$ cat src/rtl/sdac_pkg.sv
package sdac_pkg;
  localparam int DEF_WORD_W = 16;

  typedef enum logic {
    CH_LEFT  = 1'b0,
    CH_RIGHT = 1'b1
  } chan_e;
endpackage

$ cat src/rtl/sdac_edge.sv
module sdac_edge #(
  parameter int SYNC_STAGES = 2
) (
  input  logic clk,
  input  logic rst_n,
  input  logic sck_i,
  output logic fall_o
);
  logic [SYNC_STAGES:0] pipe_q;

  always_ff @(posedge clk or negedge rst_n) begin
    if (!rst_n) pipe_q <= '0;
    else        pipe_q <= {pipe_q[SYNC_STAGES-1:0], sck_i};
  end

  assign fall_o = pipe_q[SYNC_STAGES] & ~pipe_q[SYNC_STAGES-1];
endmodule

$ cat src/rtl/sdac_hold.sv
module sdac_hold #(
  parameter int WORD_W = 16
) (
  input  logic              clk,
  input  logic              rst_n,
  input  logic              in_valid_i,
  output logic              in_ready_o,
  input  logic [WORD_W-1:0] in_left_i,
  input  logic [WORD_W-1:0] in_right_i,
  input  logic              consume_i,
  output logic              full_o,
  output logic [WORD_W-1:0] left_o,
  output logic [WORD_W-1:0] right_o
);
  logic              full_q;
  logic [WORD_W-1:0] left_q, right_q;
  logic              take;

  assign take       = in_valid_i && !full_q;
  assign in_ready_o = !full_q;
  assign full_o     = full_q;
  assign left_o     = left_q;
  assign right_o    = right_q;

  always_ff @(posedge clk or negedge rst_n) begin
    if (!rst_n) begin
      full_q  <= 1'b0;
      left_q  <= '0;
      right_q <= '0;
    end else if (take) begin
      full_q  <= 1'b1;
      left_q  <= in_left_i;
      right_q <= in_right_i;
    end else if (consume_i) begin
      full_q  <= 1'b0;
    end
  end

  // a held pair survives until the shifter takes it
  assert_hold_kept_R5: assert property (@(posedge clk) disable iff (!rst_n)
    (full_q && !consume_i) |=> (full_q && $stable(left_q) && $stable(right_q)));
endmodule

$ cat src/rtl/sdac_shift.sv
module sdac_shift
  import sdac_pkg::*;
#(
  parameter int WORD_W = 16
) (
  input  logic              clk,
  input  logic              rst_n,
  input  logic              fall_i,
  input  logic              enable_i,
  input  logic              full_i,
  input  logic [WORD_W-1:0] left_i,
  input  logic [WORD_W-1:0] right_i,
  output logic              consume_o,
  output logic              sd_o,
  output logic              ws_o,
  output logic              word_req_o,
  output logic              underrun_o
);
  localparam int FRAME_BITS = 2 * WORD_W;
  localparam int CNT_W      = $clog2(FRAME_BITS);

  logic              active_q;
  logic [CNT_W-1:0]  cnt_q;
  logic [WORD_W-1:0] shreg_q, rhold_q;
  chan_e             ws_q;
  logic              sd_q, req_q, unr_q;
  logic              last_bit, start_frame;

  assign last_bit    = (cnt_q == CNT_W'(FRAME_BITS - 1));
  assign start_frame = fall_i && enable_i && (!active_q || last_bit);
  assign consume_o   = start_frame && full_i;

  assign sd_o       = sd_q;
  assign ws_o       = ws_q;
  assign word_req_o = req_q;
  assign underrun_o = unr_q;

  always_ff @(posedge clk or negedge rst_n) begin
    if (!rst_n) begin
      active_q <= 1'b0;
      cnt_q    <= '0;
      shreg_q  <= '0;
      rhold_q  <= '0;
      ws_q     <= CH_LEFT;
      sd_q     <= 1'b0;
      req_q    <= 1'b0;
      unr_q    <= 1'b0;
    end else begin
      req_q <= 1'b0;
      if (start_frame) begin
        active_q <= 1'b1;
        cnt_q    <= '0;
        ws_q     <= CH_LEFT;
        req_q    <= 1'b1;
        if (full_i) begin
          sd_q    <= left_i[WORD_W-1];
          shreg_q <= {left_i[WORD_W-2:0], 1'b0};
          rhold_q <= right_i;
        end else begin
          sd_q    <= 1'b0;
          shreg_q <= '0;
          rhold_q <= '0;
          unr_q   <= 1'b1;
        end
      end else if (fall_i && active_q && last_bit) begin
        active_q <= 1'b0;
        cnt_q    <= '0;
        ws_q     <= CH_LEFT;
        sd_q     <= 1'b0;
      end else if (fall_i && active_q) begin
        cnt_q <= cnt_q + 1'b1;
        if (cnt_q == CNT_W'(WORD_W - 1)) begin
          ws_q    <= CH_RIGHT;
          req_q   <= 1'b1;
          sd_q    <= rhold_q[WORD_W-1];
          shreg_q <= {rhold_q[WORD_W-2:0], 1'b0};
        end else begin
          sd_q    <= shreg_q[WORD_W-1];
          shreg_q <= {shreg_q[WORD_W-2:0], 1'b0};
        end
      end
    end
  end

  // line levels move only after a detected falling bit-clock edge
  assert_lines_hold_R4: assert property (@(posedge clk) disable iff (!rst_n)
    !fall_i |=> ($stable(sd_q) && $stable(ws_q)));
  // a word request always follows a falling edge
  assert_req_on_edge_R6: assert property (@(posedge clk) disable iff (!rst_n)
    req_q |-> $past(fall_i));
  // underrun is sticky
  assert_underrun_sticky_R7: assert property (@(posedge clk) disable iff (!rst_n)
    unr_q |=> unr_q);
  // the strobe rises only together with a word start
  assert_ws_rise_word_R3: assert property (@(posedge clk) disable iff (!rst_n)
    $rose(ws_q) |-> req_q);
  // a pair is taken only when the holding register is full
  assert_consume_full_R5: assert property (@(posedge clk) disable iff (!rst_n)
    consume_o |-> full_i);
endmodule

$ cat src/rtl/sdac_tx.sv
module sdac_tx #(
  parameter int WORD_W      = sdac_pkg::DEF_WORD_W,
  parameter int SYNC_STAGES = 2
) (
  input  logic              clk,
  input  logic              rst_n,
  input  logic              bit_clk,
  input  logic              tx_en,
  input  logic              atten_req,
  input  logic              smp_valid,
  output logic              smp_ready,
  input  logic [WORD_W-1:0] smp_left,
  input  logic [WORD_W-1:0] smp_right,
  output logic              ser_data,
  output logic              chan_sel,
  output logic              atten_n,
  output logic              word_req,
  output logic              underrun
);
  logic              fall, full, consume;
  logic [WORD_W-1:0] held_l, held_r;
  logic              atten_n_q;

  sdac_edge #(.SYNC_STAGES(SYNC_STAGES)) u_edge (
    .clk(clk), .rst_n(rst_n), .sck_i(bit_clk), .fall_o(fall)
  );

  sdac_hold #(.WORD_W(WORD_W)) u_hold (
    .clk(clk), .rst_n(rst_n),
    .in_valid_i(smp_valid), .in_ready_o(smp_ready),
    .in_left_i(smp_left), .in_right_i(smp_right),
    .consume_i(consume), .full_o(full),
    .left_o(held_l), .right_o(held_r)
  );

  sdac_shift #(.WORD_W(WORD_W)) u_shift (
    .clk(clk), .rst_n(rst_n), .fall_i(fall), .enable_i(tx_en),
    .full_i(full), .left_i(held_l), .right_i(held_r),
    .consume_o(consume), .sd_o(ser_data), .ws_o(chan_sel),
    .word_req_o(word_req), .underrun_o(underrun)
  );

  always_ff @(posedge clk or negedge rst_n) begin
    if (!rst_n) atten_n_q <= 1'b1;
    else        atten_n_q <= ~atten_req;
  end
  assign atten_n = atten_n_q;

  // control line follows the request bit one cycle later
  assert_atten_follow_R9: assert property (@(posedge clk) disable iff (!rst_n)
    1'b1 |=> (atten_n == !$past(atten_req)));
endmodule

$ cat config.mk
export PLATFORM = sky130hd
export DESIGN_NAME = sdac_tx
export DESIGN_NICKNAME = d
export VERILOG_FILES = /design/src/rtl/sdac_pkg.sv /design/src/rtl/sdac_edge.sv /design/src/rtl/sdac_hold.sv /design/src/rtl/sdac_shift.sv /design/src/rtl/sdac_tx.sv
export SDC_FILE = /design/constraint.sdc
export NUM_CORES = 1
export LEC_CHECK = 0
export ABC_CLOCK_PERIOD_IN_PS = 1900
export BUFFER_PORTS_ARGS = -buffer_cell sky130_fd_sc_hd__buf_2
export CAP_MARGIN = 10
export CORE_MARGIN = 2
export CORE_UTILIZATION = 45
export CTS_CLUSTER_SIZE = 20
export DETAILED_ROUTE_END_ITERATION = 10
export PLACE_DENSITY = 0.78
export SYNTH_ARGS = -nofsm -noshare
export SYNTH_HDL_FRONTEND = slang
export SYNTH_SLANG_ARGS = --single-unit
$ cat constraint.sdc
create_clock -name clk -period 1.9 [get_ports clk]
set_input_delay 0.38 -clock clk [delete_from_list [all_inputs] [get_ports clk]]
set_output_delay 0.38 -clock clk [all_outputs]
set_load 0.01 [all_outputs]
==> Yosys cells after proc, flatten, opt, wreduce, memory -nomap -nowiden <==
Cells that the tools add are included.
{ "totals": {"regBits": 79, "latchBits": 0, "ram_bits": 0, "rom_bits": 0, "out_inout_bits": 6, "word_cells": 64, "mem_count": 0} }
{ "op_classes": {"addsub": 1, "n_mul": 0, "div": 0, "magnitude_cmp": 0, "n_eq_ne": 3, "n_shift": 0, "mux": 26, "n_bitwise": 4, "reduce_logical": 17} }
{ "op_table": {"columns": ["op", "count"], "rows": [
  ["two-way mux 16 bit", 6],
  ["two-way mux 1 bit", 17],
  ["two-way mux 5 bit", 3],
  ["logical AND 1 bit", 6],
  ["AND reduction 2 bit", 3],
  ["nonzero test 2 bit", 3],
  ["nonzero test 3 bit", 2],
  ["adder 5 x 1 -> 5 bit (second input constant)", 1],
  ["equality test 5 x 4 -> 1 bit (second input constant)", 1],
  ["equality test 5 bit (second input constant)", 1],
  ["inverter 1 bit", 3],
  ["zero test 1 bit", 2],
  ["!= test 2 x 1 -> 1 bit (second input constant)", 1],
  ["AND 1 bit", 1],
  ["logical OR 1 bit", 1]
]} }

==> Depth between registers and ports, before layout <==
{ "depth": {"word_depth": 7, "mapped_depth": 8, "mapped_depth_nobuf": 7} }

==> By module <==
From an unflattened synthesis, not the netlist that was laid out.
{ "hier_totals": {"hier_cells": 294, "area_unflattened_um2": 3632.2} }
{ "by_module_without_submodules": {"columns": ["module", "instances", "cells_per_inst", "area_each_um2", "seq_area_each_um2"], "rows": [
  ["sdac_shift", 1, 216, 2155.8, 1026.0],
  ["sdac_hold", 1, 72, 1357.6, 825.8],
  ["sdac_edge", 1, 4, 88.8, 75.1],
  ["sdac_tx", 1, 2, 30.0, 26.3]
]} }

==> Worst setup path after synthesis <==
No wires, ideal clock.
{ "synth_timing": {"path_kind": "reg-to-reg", "start": "reg u_shift.cnt_q[0]", "end": "reg u_shift.shreg_q[10]", "setup_ns": 0.126, "arrival_ns": 1.696, "slack_ns": 0.078, "path_stages_with_launch": 9, "cell_sequence": "dfrtp_1 > ha_1 > and3_1 > ha_1 > and2b_4 > o21a_1 > buf_6 > buf_6 > a31oi_1"} }
{ "synth_via": {"elab_chain_len": 5, "elab_cells_between_ends": 12, "classes_between": "3 x eq/ne; 4 x mux; 5 x reduce/logical"} }
{ "synth_rtl": {"columns": ["item", "line_no", "source"], "rows": [
  ["from (decl)", "sdac_shift.sv:23", "logic [CNT_W-1:0] cnt_q;"],
  ["from (signal assigned)", "sdac_shift.sv:71", "cnt_q <= cnt_q + 1'b1;"],
  ["equality test 5 x 4 -> 1 bit or equality test 5 bit (tied branches)", "sdac_shift.sv:72, sdac_shift.sv:29", null],
  ["two-way mux 16 bit or logical OR 1 bit (tied branches)", "sdac_shift.sv:72, sdac_shift.sv:30", null],
  ["two-way mux 16 bit or logical AND 1 bit (tied branches)", "sdac_shift.sv:70, sdac_shift.sv:30", null],
  ["two-way mux 16 bit, or another cell as far along", "sdac_shift.sv:65", "end else if (fall_i && active_q && last_bit) begin"],
  ["two-way mux 16 bit or AND reduction 2 bit (tied branches)", null, null],
  ["to (signal assigned)", "sdac_shift.sv:57", "shreg_q <= {left_i[WORD_W-2:0], 1'b0};"],
  ["to (signal assigned)", "sdac_shift.sv:76", "shreg_q <= {rhold_q[WORD_W-2:0], 1'b0};"],
  ["to (signal assigned)", "sdac_shift.sv:79", "shreg_q <= {shreg_q[WORD_W-2:0], 1'b0};"],
  ["to (decl)", "sdac_shift.sv:24", "logic [WORD_W-1:0] shreg_q, rhold_q;"]
]} }
Parallel ways exist; a longest one is shown, timed or not. The select of a mux whose other input is x is not followed.
A chain may end at the register's enable or synchronous reset.

==> Worst setup path after layout <==
{ "layout_timing": {"start": "reg u_shift.cnt_q[1]", "end": "reg u_shift.shreg_q[1]"} }
Same word-level chain as after synthesis.

==> out/metrics.cfg <==
[flow_run]
cap_violations=0

[timing]
hold_viol_final=0
slew_headroom_pct=73.54
fin_worst_skew_ns=0.01019
finalSetupViolCount=0
fin_tns_setup_ns=0
worst_pin_slew_ns=0.3959
maxSlewViolCount=0
fmax_mhz=529.8
finalCritPeriodShare_pct=99.34
rsz0062_at_grt=true
whs_ns=0.1277
finalCriticalPeriod_ns=1.887

[cts]
htreeDepth=3
cts_tree=done
cts_root_buf=clkbuf_8
cts_made_buffers=9
path_clk_slew_ns=0.07
insertion_delay_ns=0.35
clock_sinks=78
clockBufferDepth=2

[final_layout]
final_cell_area_mm2=0.004128
fin_util_pct=56.61
mostFrequentLayoutCell=dfrtp_1
n_antenna_cell=0
mostFrequentLayoutCells=77 x dfrtp_1, 52 x nand2_1, 46 x mux2_2
stdcell_count=465
drive_above_1_share_pct=37.70
area_delta_synth_final_pct=21.64
final_nets=402

[yosys]
synth_top_family_by_area=simple AND/OR/NAND/NOR gates
synthXorXnorAreaFrac_pct=0.5162
yosys.area_share.simple_pct=15.89
synthMuxAreaShare_pct=15.86
synth_fa_ha_area_share_pct=1.106
synth_area_mm2=0.003393
avgSynthCellArea_um2=11.27
synth_edf_count=0
yosys_warnings=0
ys_ff_latch=78
yosysSeqAreaShare_pct=57.56
synth_compound_area_share_pct=5.125
synth-async-reset-ratio_pct=100.0
synth-main-ff-cell=dfrtp_1
netlist_instances=301
yosysUniqueCellTypes=30
postSynthNetCount=342

[power]
vdd_drop_max_v=0.0003842
seqPwrFrac_pct=52.9
powerDensity_mw_per_mm2=1253
switching_share_pct=30.19
leakagePower_nw=1.936
power.internal_mw=3.611
power_frac_comb_pct=26.3
switching_power_mw=1.562
clkPwrFrac_pct=20.7

[grt]
antenna_found_initial=0
grt_pass1_vias=2505
grt_usage_pct=18.77
grt_pass1_wl_mm=12.13
grt.overflow.total=0
grt_max_degree=52

[worst_setup_path]
critical_path_class=reg -> reg
start_kind=flop
cp_max_fo=5
required_ns=2.14
cp-end-kind=flop
worst-endpoint-arrival_ns=2.12

[die]
dieWidth_um=90.84
start_util_pct=46.53
die_h_um=90.84
core_mm2=0.007292
placementRows=31
dieArea_mm2=0.008251
ios=44

[placement]
dp_hpwl_mm=4.511
place_inst=437
numPortBuffers=43
routabilityCongestion=0.7865
postPlaceCellArea_mm2=0.003770

[route]
wire_per_inst_um=15.98
drt_first_iter_violations=224
drt_first_pass_iters=4
drc=0
vias_per_cell=5.402
ant_nets=0
totalWireLength_mm=7.430
num_vias=2512

[status]
status=finished, final reports clean

[hold_path]
min_path_type=in -> reg

## cells in the mapped netlist (all sizes together) (2+ instances only)
| cell type | number | area share, % |
|---|---|---|
| a21o | 2 | 0.44 |
| a21oi | 6 | 0.88 |
| a31oi | 15 | 2.8 |
| buf | 16 | 3.2 |
| clkbuf | 4 | 0.44 |
| dfrtp | 77 | 57 |
| ha | 3 | 1.1 |
| inv | 3 | 0.33 |
| mux2 | 46 | 15 |
| mux2i | 2 | 0.59 |
| nand2 | 52 | 5.8 |
| nand2b | 2 | 0.37 |
| nand3 | 35 | 5.3 |
| nor2 | 22 | 2.7 |
| nor2b | 2 | 0.37 |
| o21ai | 2 | 0.29 |
| o22a | 2 | 0.52 |
| xnor2 | 2 | 0.52 |
## sequential cells by signal (all words and copies together) (netlist names)
signal              flops
atten_n                 1
u_edge.pipe_q           3
u_hold.full_o           1
u_hold.left_o          16
u_hold.right_o         16
u_shift.active_q        1
u_shift.cnt_q           5
u_shift.rhold_q        16
u_shift.sd_o            1
u_shift.shreg_q        15
u_shift.underrun_o      1
u_shift.word_req_o      1
u_shift.ws_o            1
## final timing paths
path / from / slack [ns] / to / cells after the start
min in group asynchronous: rst_n / 0.48 / u_shift.cnt_q[3]$_DFFE_PN0P_ / 2
max: u_shift.cnt_q[1]$_DFFE_PN0P_ / 0.01 / u_shift.shreg_q[1]$_DFFE_PN0P_ / 8
min reg2reg: u_edge.pipe_q[0]$_DFF_PN0_ / 0.37 / u_edge.pipe_q[1]$_DFF_PN0_ / 0
min: atten_req / 0.13 / atten_n$_DFF_PN1_ / 2
max in group asynchronous: rst_n / 0.84 / u_shift.underrun_o$_DFFE_PN0P_ / 3
max reg2reg: u_shift.cnt_q[1]$_DFFE_PN0P_ / 0.01 / u_shift.shreg_q[1]$_DFFE_PN0P_ / 8
## power groups by stage
stage | clock network, mW | logic [mW] | registers, mW
after floorplan | 0 | 0.991 | 2.59
after global placement | 0 | 1.20 | 2.73
after detailed placement | 0 | 1.27 | 2.75
after CTS | 1.08 | 1.33 | 2.72
after global routing | 1.16 | 1.53 | 2.80
final | 1.07 | 1.36 | 2.74
## critical path, stage by stage (launching register included)
cell,delay [ns]
dfrtp_1,0.36
ha_2,0.18
and3_4,0.20
ha_4,0.13
and2b_4,0.19
buf_6,0.11
o21a_4,0.24
clkbuf_16,0.16
o22a_1,0.19
## per-layer routing
metal	wire [um]	vias to the layer above	track usage (%)
met3	390	20	4.424
li1	-	1156	-
met4	185	0	9.722
met1	3186	1255	24.68
met5	0	-	0
met2	3668	81	29.04
## what timing repair did
item / in CTS / in global routing
cloned: 2 / 2
hold endpoints to repair: 26 / 0
gates resized for setup: 6 / 5
setup endpoints to repair: 32 / 33
hold buffers: 1 / 0
buffers inserted: 3 / 4
pin swaps: 1 / 4
## through the flow
| step | worst slack [ns] | total power [mW] |
|---|---|---|
| 2_1_floorplan | 0.07773 | 3.585 |
| 3_3_place_gp | -0.07011 | 3.939 |
| 3_5_place_dp | -0.2140 | 4.018 |
| 4_1_cts | -0.002134 | 5.138 |
| 5_1_grt | -0.04078 | 5.498 |
| 6_report | 0.01262 | 5.172 |
## cells by family after synthesis
logic type / Yosys count
AOI/OAI and AO/OA: 28
xor gates and xnor gates: 2
adders and majority gates: 3
buffers and inverters: 23
DFF: 78
muxes: 48
and+or+nand+nor: 119
## area by class of cell
cell class / count / area [um2]
clock buffers: 14 / 152.6
multi-input cells: 201 / 1365
fillers: 627 / 3164
well taps: 99 / 123.9
clock inverters: 2 / 10.01
repair buffers: 68 / 511.7
flip-flops and latches: 78 / 1953
inverters: 3 / 11.26
Power figures use the tool's default switching activity.
